`config.mk`:
```
export PLATFORM = sky130hd
export DESIGN_NAME = pl_link_top
export DESIGN_NICKNAME = d
export VERILOG_FILES = /design/src/rtl/pl_pkg.sv /design/src/rtl/pl_edge_tx.sv /design/src/rtl/pl_rx_latch.sv /design/src/rtl/pl_link_top.sv
export SDC_FILE = /design/constraint.sdc
export NUM_CORES = 1
export LEC_CHECK = 0
export BUFFER_PORTS_ARGS = -buffer_cell sky130_fd_sc_hd__buf_2
export CORE_MARGIN = 4
export CORE_UTILIZATION = 40
export CTS_CLUSTER_DIAMETER = 200
export DETAILED_ROUTE_END_ITERATION = 16
export PLACE_DENSITY_LB_ADDON = 0.25
export RECOVER_POWER = 50
export SKIP_LAST_GASP = 1
export SLEW_MARGIN = 20
export SYNTH_ARGS = -nofsm -noshare
export SYNTH_HDL_FRONTEND = slang
export SYNTH_SLANG_ARGS = --single-unit
```
`constraint.sdc`:
```
create_clock -name clk -period 2.79 [get_ports clk]
set_input_delay 0.558 -clock clk [delete_from_list [all_inputs] [get_ports clk]]
set_output_delay 0.558 -clock clk [all_outputs]
set_load 0.05 [all_outputs]
```
`src/rtl/pl_pkg.sv`:
```
package pl_pkg;

    typedef enum logic [0:0] {
        TX_LAUNCH = 1'b0,
        TX_WATCH  = 1'b1
    } tx_state_e;

    typedef enum logic [0:0] {
        RX_DEFAULT = 1'b0,
        RX_TRACK   = 1'b1
    } rx_state_e;

    typedef struct packed {
        logic set_p;
        logic clr_p;
    } pulse_pair_t;

endpackage

```
`src/rtl/pl_edge_tx.sv`:
```
module pl_edge_tx
    import pl_pkg::*;
#(
    parameter int REFRESH_CYC = 16
) (
    input  logic        clk,
    input  logic        rst,
    input  logic        lvl_in,
    output pulse_pair_t pulses
);

    localparam int CNT_W = (REFRESH_CYC > 2) ? $clog2(REFRESH_CYC) : 1;
    localparam logic [CNT_W-1:0] CNT_LAST = CNT_W'(REFRESH_CYC - 1);

    tx_state_e        state_q, state_d;
    logic [CNT_W-1:0] cnt_q;
    logic             prev_q;
    logic             edge_seen;
    logic             fire;
    logic             restart;

    assign edge_seen = (lvl_in != prev_q);

    // Next-state and pulse decision
    always_comb begin
        state_d = state_q;
        fire    = 1'b0;
        restart = 1'b0;
        unique case (state_q)
            TX_LAUNCH: begin
                fire    = 1'b1;
                restart = 1'b1;
                state_d = TX_WATCH;
            end
            TX_WATCH: begin
                if (edge_seen) begin
                    fire    = 1'b1;
                    restart = 1'b1;
                end else if (cnt_q == CNT_LAST) begin
                    fire    = 1'b1;
                    restart = 1'b1;
                end
            end
            default: state_d = TX_LAUNCH;
        endcase
    end

    // State register
    always_ff @(posedge clk) begin
        if (rst) begin
            state_q <= TX_LAUNCH;
            prev_q  <= 1'b0;
            cnt_q   <= '0;
        end else begin
            state_q <= state_d;
            prev_q  <= lvl_in;
            if (restart) cnt_q <= '0;
            else         cnt_q <= cnt_q + 1'b1;
        end
    end

    // Output register: the level decides the line, so both can never fire
    always_ff @(posedge clk) begin
        if (rst) begin
            pulses <= '0;
        end else begin
            pulses.set_p <= fire &  lvl_in;
            pulses.clr_p <= fire & ~lvl_in;
        end
    end

endmodule

```
`src/rtl/pl_rx_latch.sv`:
```
module pl_rx_latch
    import pl_pkg::*;
#(
    parameter int WDOG_CYC = 80
) (
    input  logic        clk,
    input  logic        rst,
    input  pulse_pair_t pulses,
    output logic        lvl_out
);

    localparam int WD_W = (WDOG_CYC > 2) ? $clog2(WDOG_CYC) : 1;
    localparam logic [WD_W-1:0] WD_LAST = WD_W'(WDOG_CYC - 1);

    rx_state_e       state_q, state_d;
    logic [WD_W-1:0] wd_q;
    logic            any_pulse;
    logic            expire;

    assign any_pulse = pulses.set_p | pulses.clr_p;

    always_comb begin
        state_d = state_q;
        expire  = 1'b0;
        unique case (state_q)
            RX_DEFAULT: begin
                if (any_pulse) state_d = RX_TRACK;      // revive
            end
            RX_TRACK: begin
                if (!any_pulse && wd_q == WD_LAST) begin
                    expire  = 1'b1;                     // expire
                    state_d = RX_DEFAULT;
                end
            end
            default: state_d = RX_DEFAULT;
        endcase
    end

    // State register and watchdog count
    always_ff @(posedge clk) begin
        if (rst) begin
            state_q <= RX_DEFAULT;
            wd_q    <= '0;
        end else begin
            state_q <= state_d;
            if (any_pulse || state_q == RX_DEFAULT) wd_q <= '0;
            else if (!expire)                       wd_q <= wd_q + 1'b1;
        end
    end

    // Output register
    always_ff @(posedge clk) begin
        if (rst)               lvl_out <= 1'b1;
        else if (pulses.set_p) lvl_out <= 1'b1;
        else if (pulses.clr_p) lvl_out <= 1'b0;
        else if (expire)       lvl_out <= 1'b1;
    end

endmodule

```
`src/rtl/pl_link_top.sv`:
```
module pl_link_top
    import pl_pkg::*;
#(
    parameter int REFRESH_CYC = 16,
    parameter int WDOG_CYC    = 80
) (
    input  logic clk,
    input  logic rst,
    input  logic lvl_in,
    input  logic link_ok,
    output logic set_pulse,
    output logic clr_pulse,
    output logic lvl_out
);

    pulse_pair_t tx_lines;
    pulse_pair_t rx_lines;

    pl_edge_tx #(.REFRESH_CYC(REFRESH_CYC)) u_tx (
        .clk    (clk),
        .rst    (rst),
        .lvl_in (lvl_in),
        .pulses (tx_lines)
    );

    // Barrier path: a broken link passes nothing
    assign rx_lines.set_p = tx_lines.set_p & link_ok;
    assign rx_lines.clr_p = tx_lines.clr_p & link_ok;

    pl_rx_latch #(.WDOG_CYC(WDOG_CYC)) u_rx (
        .clk     (clk),
        .rst     (rst),
        .pulses  (rx_lines),
        .lvl_out (lvl_out)
    );

    assign set_pulse = tx_lines.set_p;
    assign clr_pulse = tx_lines.clr_p;

endmodule

```
==> results.txt, run 1 <==
After clock tree synthesis, the flow added hold-fix buffers numbering 0. Once detail routing completed, the nets flagged for antenna violations numbered 0. Headroom to the max-slew limit came out at 77.0%. Clock tree synthesis inserted a total of 3 buffers. In the routed design, unresolved DRC markers number 0. Prior to clock tree synthesis, the placed netlist has a worst setup slack of 1310 ps. The biggest area contributor in the post-synthesis netlist is sky130_fd_sc_hd__dfxtp_1. In this run the static leakage power is 0.258 nW. The die height came out at 49.7 um. Global routing consumed, over all layers together, 9.69% of the routing resources. The final net count was 89. The critical path startpoint category is a flop. The clock latency on the worst-skew pair was 280 ps. Derived from the worst setup path, the maximum achievable clock frequency is 0.619 GHz.

The tools report the category of the worst setup path capture point as a flop. Power spread over the standard cell area amounts to 540 mW/mm2. Once the floorplan was initialized, standard cells occupied 44.0% of the core. The total of warnings raised by yosys was 0.

The reg-to-reg critical path endpoint was u_rx.wd_q[1]. The H-tree level count came out at 1. Setup repair after global routing left no endpoint under its margin.

The cell count after synthesis is 73, and the number of different library cells in the post-synthesis netlist is 30. On the critical path the largest part of the delay comes from simple AND/OR/NAND/NOR gates. In this run the worst setup path terminates at u_rx.wd_q[1]. The total overflow left after global routing is 0. The total half-perimeter wirelength after legalization and detailed placement was 803 um; the clock period minus worst slack was 1620 ps.

Measured along the x axis, the die boundary spans 49.7 um. For the internal power, the log shows 0.000311 W. In this run the number of cells on the critical path is 4. The run gives 0 as the final-report hold violation count. The clock passes through at most 2 buffers. Total iterations of the first detailed-routing run: 4.

The maximum fanout encountered on the critical timing path works out to 10. The cell area after synthesis is 694 um2. For this design, the sink count on the clock tree is 17.

The worst setup path is of the flop to flop kind. The share of total power dissipated in the clock network is 31.1%. Dividing the synthesized area by the synthesized cell count gives 9.51 um2. The number of global-route vias before repair was 461; the clock slew seen by the registers of the worst setup and hold paths was 100 ps.

The run gives 0.00158 mm2 as the total core area. The number of buffer and inverter instances along the worst setup path came out at 0. The cell type of the slowest stage on the worst timing path was sky130_fd_sc_hd__or4_1.

The overall via count from detail_route came out at 521. The run finished with clean final reports. The clock arrives with 4.13 ps of skew.

After routing, the total negative slack on setup checks comes to 0 ps. The combinational fraction of design power was 6.5%; the switching share of power was 23.4%. For the number of antenna violations at the first check in global routing, the log shows 0. The critical register-to-register path startpoint was u_rx.wd_q[0].

The total routed wirelength was 1070 um. After layout, the worst path uses 57.9% of the clock period. In this run, post-CTS repair resized a total of 0 instances.

Number of max-capacitance violations reported: 0. Entering global routing, the biggest net connects 11 pins. The logs give 0.000407 W for the overall power after layout and 2 for the count of routing violations after the opening detailed-route iteration. Routability-driven placement finished with a final weighted congestion of 0.687. In this run the worst setup path begins at u_rx.wd_q[0]. Full die area: 0.00247 mm2. Net switching component of the power: 0.0000953 W. The worst voltage drop across the vdd grid is 295 uV. The I/O pin total was 7. In this design, the stage delay of the slowest critical-path cell is 540 ps.

The number of port buffers came out at 6. In the post-synthesis netlist, the biggest area contributors are sky130_fd_sc_hd__dfxtp_1, sky130_fd_sc_hd__a21oi_1, sky130_fd_sc_hd__ha_1. Using the TritonRoute via totals, the vias-per-cell ratio works out to 5.32.

The fraction of layout instances using a drive strength above 1 came out at 15.9%. For the worst setup path, the data arrival time is 1830 ps. The relative contribution of sequential cells to total power came out at 62.4%. The critical path goes through ha_1 > nand3_1 > or4_1 > a21oi_1. The post-synthesis to final-layout area growth works out to 8.47%.

The classification of the worst-slack hold path is flop to flop. In the final routed layout, each cell accounts on average for 11.0 um. The number of antenna diodes in the final layout is 0. TritonCTS built the clock tree. The share of Yosys cell area claimed by the top area cell type was 49.0%. The run gives 79 as the net count after synthesis. The tree is rooted in a sky130_fd_sc_hd__clkbuf_4.

For flop-to-flop paths, the worst setup slack is 1170 ps. Sequential cells were found to cover 49.0% of the synthesized design area. The final-report max-slew violation count was 0. The number of setup buffers added after CTS is 0. The first global-routing pass estimated 1790 um of wire. The slew at the pin with the worst max-slew slack is 341 ps, and the number of setup violations in the final report is 0. The synthesis-stage register bit count works out to 17. The required time reported for the critical path endpoint was 3000 ps; the depth of the worst register-to-register path was 4.

Once routing completed, OpenROAD measured the worst setup slack at 1170 ps. The run gives 14 as the standard-cell row count.
[stage by stage]
step	util, %	hold slack, ps	cell area [um2]	cells
detailed placement	46.9	442	739	94
global route	47.8	459	753	98
finish	47.8	451	753	98
floorplan	-	418	694	73
global placement	46.9	435	739	94
CTS	48.7	455	767	98
[per-layer routing]
metal	part of all wire (%)	global-route usage [%]
met3	5.1	3.01
met2	40	14.5
met4	3.2	8.29
met5	0	0
met1	51	11.0
[cell type report]
cell class / instances / area, um2
multi-input cells: 50 / 318
flip-flops and latches: 17 / 340
repair buffers: 6 / 28.8
clock buffers: 3 / 22.5
well taps: 16 / 20.0
fillers: 162 / 823
clock inverters: 1 / 5.00
inverters: 5 / 18.8
[cells in the final DEF (no fill, tap or decap), types with 2 or more instances in the layout]
master	n
sky130_fd_sc_hd__xnor2_1	2
sky130_fd_sc_hd__nor2_1	5
sky130_fd_sc_hd__buf_2	5
sky130_fd_sc_hd__nand2_1	4
sky130_fd_sc_hd__o31ai_1	2
sky130_fd_sc_hd__clkbuf_4	3
sky130_fd_sc_hd__inv_1	5
sky130_fd_sc_hd__ha_1	2
sky130_fd_sc_hd__o21ai_0	4
sky130_fd_sc_hd__dfxtp_1	17
sky130_fd_sc_hd__or3_1	2
sky130_fd_sc_hd__a211oi_1	2
sky130_fd_sc_hd__nand3_1	5
sky130_fd_sc_hd__a21oi_1	5
sky130_fd_sc_hd__nand4_1	2
[worst min-delay path by stage]
stage                     cells past startpoint             end     startpoint  slack, ps
after global routing                          2  u_tx.pulses[0]         lvl_in        460
after CTS                                     2  u_tx.pulses[0]         lvl_in        450
final                                         1   u_tx.cnt_q[0]  u_tx.cnt_q[0]        450
after floorplan                               1   u_tx.cnt_q[0]  u_tx.cnt_q[0]        420
after global placement                        1   u_tx.cnt_q[0]  u_tx.cnt_q[0]        430
after detailed placement                      1   u_tx.cnt_q[0]  u_tx.cnt_q[0]        440
[state kept, by name, indices dropped and copies added (netlist names)]
signal	flops
u_rx.wd_q	7
u_tx.prev_q	1
u_tx.state_q	1
u_rx.state_q	1
u_tx.cnt_q	4
u_rx.lvl_out	1
u_tx.pulses	2
[worst reg2reg max path: cells and delay by family (launching register included)]
kind / cells / cell delay [ps]
AOI/OAI and AO/OA: 1 / 130
adders and majority gates: 1 / 220
DFF: 1 / 420
and+or+nand+nor: 2 / 790
[cells in the mapped netlist]
library cell	n
sky130_fd_sc_hd__xnor2_1	2
sky130_fd_sc_hd__nand4_1	2
sky130_fd_sc_hd__nand2b_1	1
sky130_fd_sc_hd__xor2_1	1
sky130_fd_sc_hd__a311oi_1	1
sky130_fd_sc_hd__ha_1	2
sky130_fd_sc_hd__nand2_1	4
sky130_fd_sc_hd__nor2b_1	1
sky130_fd_sc_hd__dfxtp_1	17
sky130_fd_sc_hd__nor2_1	5
sky130_fd_sc_hd__nor3_1	1
sky130_fd_sc_hd__nand3_1	4
sky130_fd_sc_hd__a211oi_1	2
sky130_fd_sc_hd__nor4_1	1
sky130_fd_sc_hd__a31oi_1	1
sky130_fd_sc_hd__and2_2	1
sky130_fd_sc_hd__o31a_2	1
sky130_fd_sc_hd__nand3b_1	1
sky130_fd_sc_hd__or4_1	1
sky130_fd_sc_hd__a221oi_1	1
sky130_fd_sc_hd__or3_4	1
sky130_fd_sc_hd__o31ai_1	2
sky130_fd_sc_hd__and2_1	1
sky130_fd_sc_hd__and4_2	1
sky130_fd_sc_hd__nand3_4	1
sky130_fd_sc_hd__clkbuf_2	1
sky130_fd_sc_hd__a21oi_1	5
sky130_fd_sc_hd__o21ai_0	4
sky130_fd_sc_hd__or3_1	2
sky130_fd_sc_hd__inv_1	5
[power by group through the flow]
stage	combinational (W)	sequential (W)	clock [W]
after floorplan	0.0000115	0.000266	0
after global placement	0.0000267	0.000259	0
after detailed placement	0.0000269	0.000259	0
after CTS	0.0000273	0.000254	0.000133
after global routing	0.0000290	0.000255	0.000144
final	0.0000265	0.000254	0.000126
[cells by family after synthesis]
group,share of synthesized area [%]
simple gates,24.5
compound gates,15.7
flops,49.0
buf+inv,3.42
xor+xnor,3.78
fa+ha+maj,3.60
No activity file was read; power rests on OpenSTA's default activity.
==> run 2, diff against run 1 <==
==> constraint.sdc (replaced) <==
create_clock -name clk -period 1.6 [get_ports clk]
set_input_delay 0.32 -clock clk [delete_from_list [all_inputs] [get_ports clk]]
set_output_delay 0.32 -clock clk [all_outputs]
set_load 0.05 [all_outputs]
==> run 2 against run 1 <==
Global-route usage rose by 0.50 points. Critical endpoint unchanged. Clock power increased by 81%. Total power grew 76%. Sequential share of layout area down 0.57 points. Largest power group unchanged. Maximum frequency increased by 9.9%. Die area stayed put.
==> results.txt, run 2 (synthesis gave the netlist of run 1 again) <==
The run finished with clean final reports. The maximum clock skew at final layout was 6.72 ps (+2.59 ps); the remaining global-route overflow was 0 (unchanged). The critical path data arrival time is 1690 ps (-140 ps). The number of buffer and inverter instances along the worst setup path is 0 (unchanged), and the number of remaining DRC errors is 0 (unchanged). The portion of the clock cycle consumed by the worst path in the final layout was 91.9% (+34 points); the fraction of layout instances using a drive strength above 1 was 15.9% (unchanged).

The flip-flop count of the largest register after layout was 7 (unchanged); the worst voltage drop across the vdd grid was 330 uV (+12%). The tools report the overall power after layout as 0.000716 W (+76%). Final sum of negative setup slack: 0 ps (unchanged). The maximum fanout encountered on the critical timing path works out to 10 (unchanged). The worst register-to-register path ends at u_rx.wd_q[1].

The tools report the placer's final routability congestion estimate as 0.685 (-0.33%). The logs give 0 (unchanged) for the number of max-capacitance violations reported and 478 (+3.7%) for the number of global-route vias before repair. The remaining number of nets flagged by the antenna check after routing came out at 0 (unchanged). The number of antenna violations at the first check in global routing is 0 (unchanged). For the standard-cell row count, the log shows 14 (unchanged). The library cells used most frequently in the layout, excluding fill and tap cells, are sky130_fd_sc_hd__dfxtp_1, sky130_fd_sc_hd__inv_1, sky130_fd_sc_hd__nor2_1, sky130_fd_sc_hd__a21oi_1. STA classifies the critical path startpoint as a flop. The number of buffers added by the clock tree synthesis step is 3 (unchanged). The clock slew seen by the registers of the worst setup and hold paths is 100 ps (about the same), and the I/O pin total is 7 (unchanged). The final net count came out at 89 (unchanged). The tools report the critical register-to-register path startpoint as u_rx.wd_q[1]. The full die area came out at 0.00247 mm2 (unchanged). The number of clock sinks is 17 (unchanged), and the setup slack on the worst flop-to-flop path is 130 ps (-1040 ps).

The post-CTS setup buffer count was 0 (unchanged). Count of hold buffers inserted by post-cts repair: 0 (unchanged). Setup repair after global routing left no endpoint under its margin. The run gives 16 (+14) as the count of routing violations after the opening detailed-route iteration. The maximum number of pins on one net before global-route repair is 11 (unchanged), and the total iterations of the first detailed-routing run is 4 (unchanged). The critical path starts at u_rx.wd_q[1]. The total power per unit cell area came out at 935 mW/mm2 (+73%). The cell type of the slowest stage on the worst timing path was sky130_fd_sc_hd__or4_1. The run gives 541 (+3.8%) as the overall via count from detail_route. The logs give 1090 um (+1.7%) for the total routed wirelength and 815 um (+1.5%) for the total half-perimeter wirelength after legalization and detailed placement. The H-tree level count is 1 (unchanged). The slew at the pin with the worst max-slew slack works out to 592 ps (+251 ps). The min-delay analysis places its worst path in the category input pin to flop.

The standby leakage power came out at 0.248 nW (-4.0%). The number of port buffers came out at 6 (unchanged). The largest buffer count on any clock path is 2 (unchanged), and the routed length per placed instance is 11.1 um (+1.7%).

The via-per-instance ratio came out at 5.52 (+3.8%). The logs give 0.00158 mm2 (unchanged) for the total core area and 10.2% (+0.50 points) for the global-route total usage across every layer. The tools report the category of the worst setup path capture point as a flop.

Number of setup violations in the final report: 0 (unchanged). The chip width works out to 49.7 um (unchanged). Post-synthesis to final-layout area growth: 10.3%. Final-report max-slew violation count: 0 (unchanged). The largest registers in the layout are u_rx.wd_q x7, u_tx.cnt_q x4, u_tx.pulses x2. The logs give 1930 um (+7.3%) for the first-pass GRT wire length and 0.680 GHz (+9.9%) for the fmax. The die height works out to 49.7 um (unchanged).

Clock period minus worst slack: 1470 ps (-145 ps). The required time reported for the critical path endpoint was 1820 ps (-1180 ps); the maximum cell stage delay along the critical path was 490 ps (-50 ps). The remaining max-slew budget at the tightest pin came out at 60.7% (-16 points).

Traced cell by cell, the critical path runs through ha_2 > nand3_4 > or4_1 > a21oi_1. The type of the setup path with the least slack was flop to flop. The clock latency on the worst-skew pair came out at 290 ps (about the same). u_rx.wd_q holds more flip-flops than any other register. The run gives 44.0% (unchanged) as the initial cell density of the core. The root buffer cell was sky130_fd_sc_hd__clkbuf_4. Grouping stages by cell kind, the critical path spends the most delay in simple AND/OR/NAND/NOR gates. The library cell used most frequently in the layout, excluding fill and tap cells, is sky130_fd_sc_hd__dfxtp_1. The final-report hold violation count was 0 (unchanged). The tools report the worst setup path endpoint as u_rx.wd_q[1]. The critical path depth in cells came out at 4 (unchanged). TritonCTS built the clock tree.

The logs give 0 (unchanged) for the antenna diode count and 158 (-2.5%) for the number of fillers in the final layout. Depth of the worst register-to-register path: 4 (unchanged).
run 2: through the flow:
stage,worst slack (ps),std cells,hold WS (ps),util (%),cell area (um2)
2_1_floorplan,230,73,389,-,694
3_3_place_gp,171,94,435,46.9,739
3_5_place_dp,128,94,442,46.9,739
4_1_cts,106,98,215,48.6,766
5_1_grt,12.0,98,216,48.6,766
6_report,129,98,228,48.6,766
run 2: how the worst min path moves through the flow:
stage | depth (start not counted) | slack, ps | from | end
after floorplan | 1 | 390 | rst | u_rx.state_q
after global placement | 1 | 430 | u_tx.cnt_q[0] | u_tx.cnt_q[0]
after detailed placement | 1 | 440 | u_tx.cnt_q[0] | u_tx.cnt_q[0]
after CTS | 2 | 220 | lvl_in | u_tx.pulses[0]
after global routing | 2 | 220 | lvl_in | u_tx.pulses[0]
final | 2 | 230 | lvl_in | u_tx.pulses[0]
run 2: cell type report:
| type | count | area [um2] | area share [%] |
|---|---|---|---|
| clock buffer | 4 | 26.3 | 3.43 |
| inverter | 5 | 18.8 | 2.45 |
| multi-input combinational | 50 | 333 | 43.5 |
| sequential | 17 | 342 | 44.6 |
| tap | 16 | 20.0 | 2.61 |
| timing repair buffer | 6 | 26.3 | 3.43 |
run 2: where the power goes:
group	internal, W	leakage, nW	switching (W)
registers	0.000434	0.139	0.00000804
clock network	0.0000968	0.0150	0.000131
logic	0.0000152	0.0941	0.0000304
total	0.000546	0.248	0.000170
run 2: repair_timing:
action	in CTS	in global routing
resized for setup	0	2
endpoints found under the setup margin	0	1
endpoints found under the hold margin	0	0
run 2: metal layers:
| layer | GRT usage [%] | vias up | wire, um |
|---|---|---|---|
| met5 | 0 | - | 0 |
| met4 | 6.91 | 0 | 8 |
| met2 | 15.4 | 10 | 451 |
| li1 | - | 285 | - |
| met1 | 12.5 | 244 | 566 |
| met3 | 2.71 | 2 | 66 |
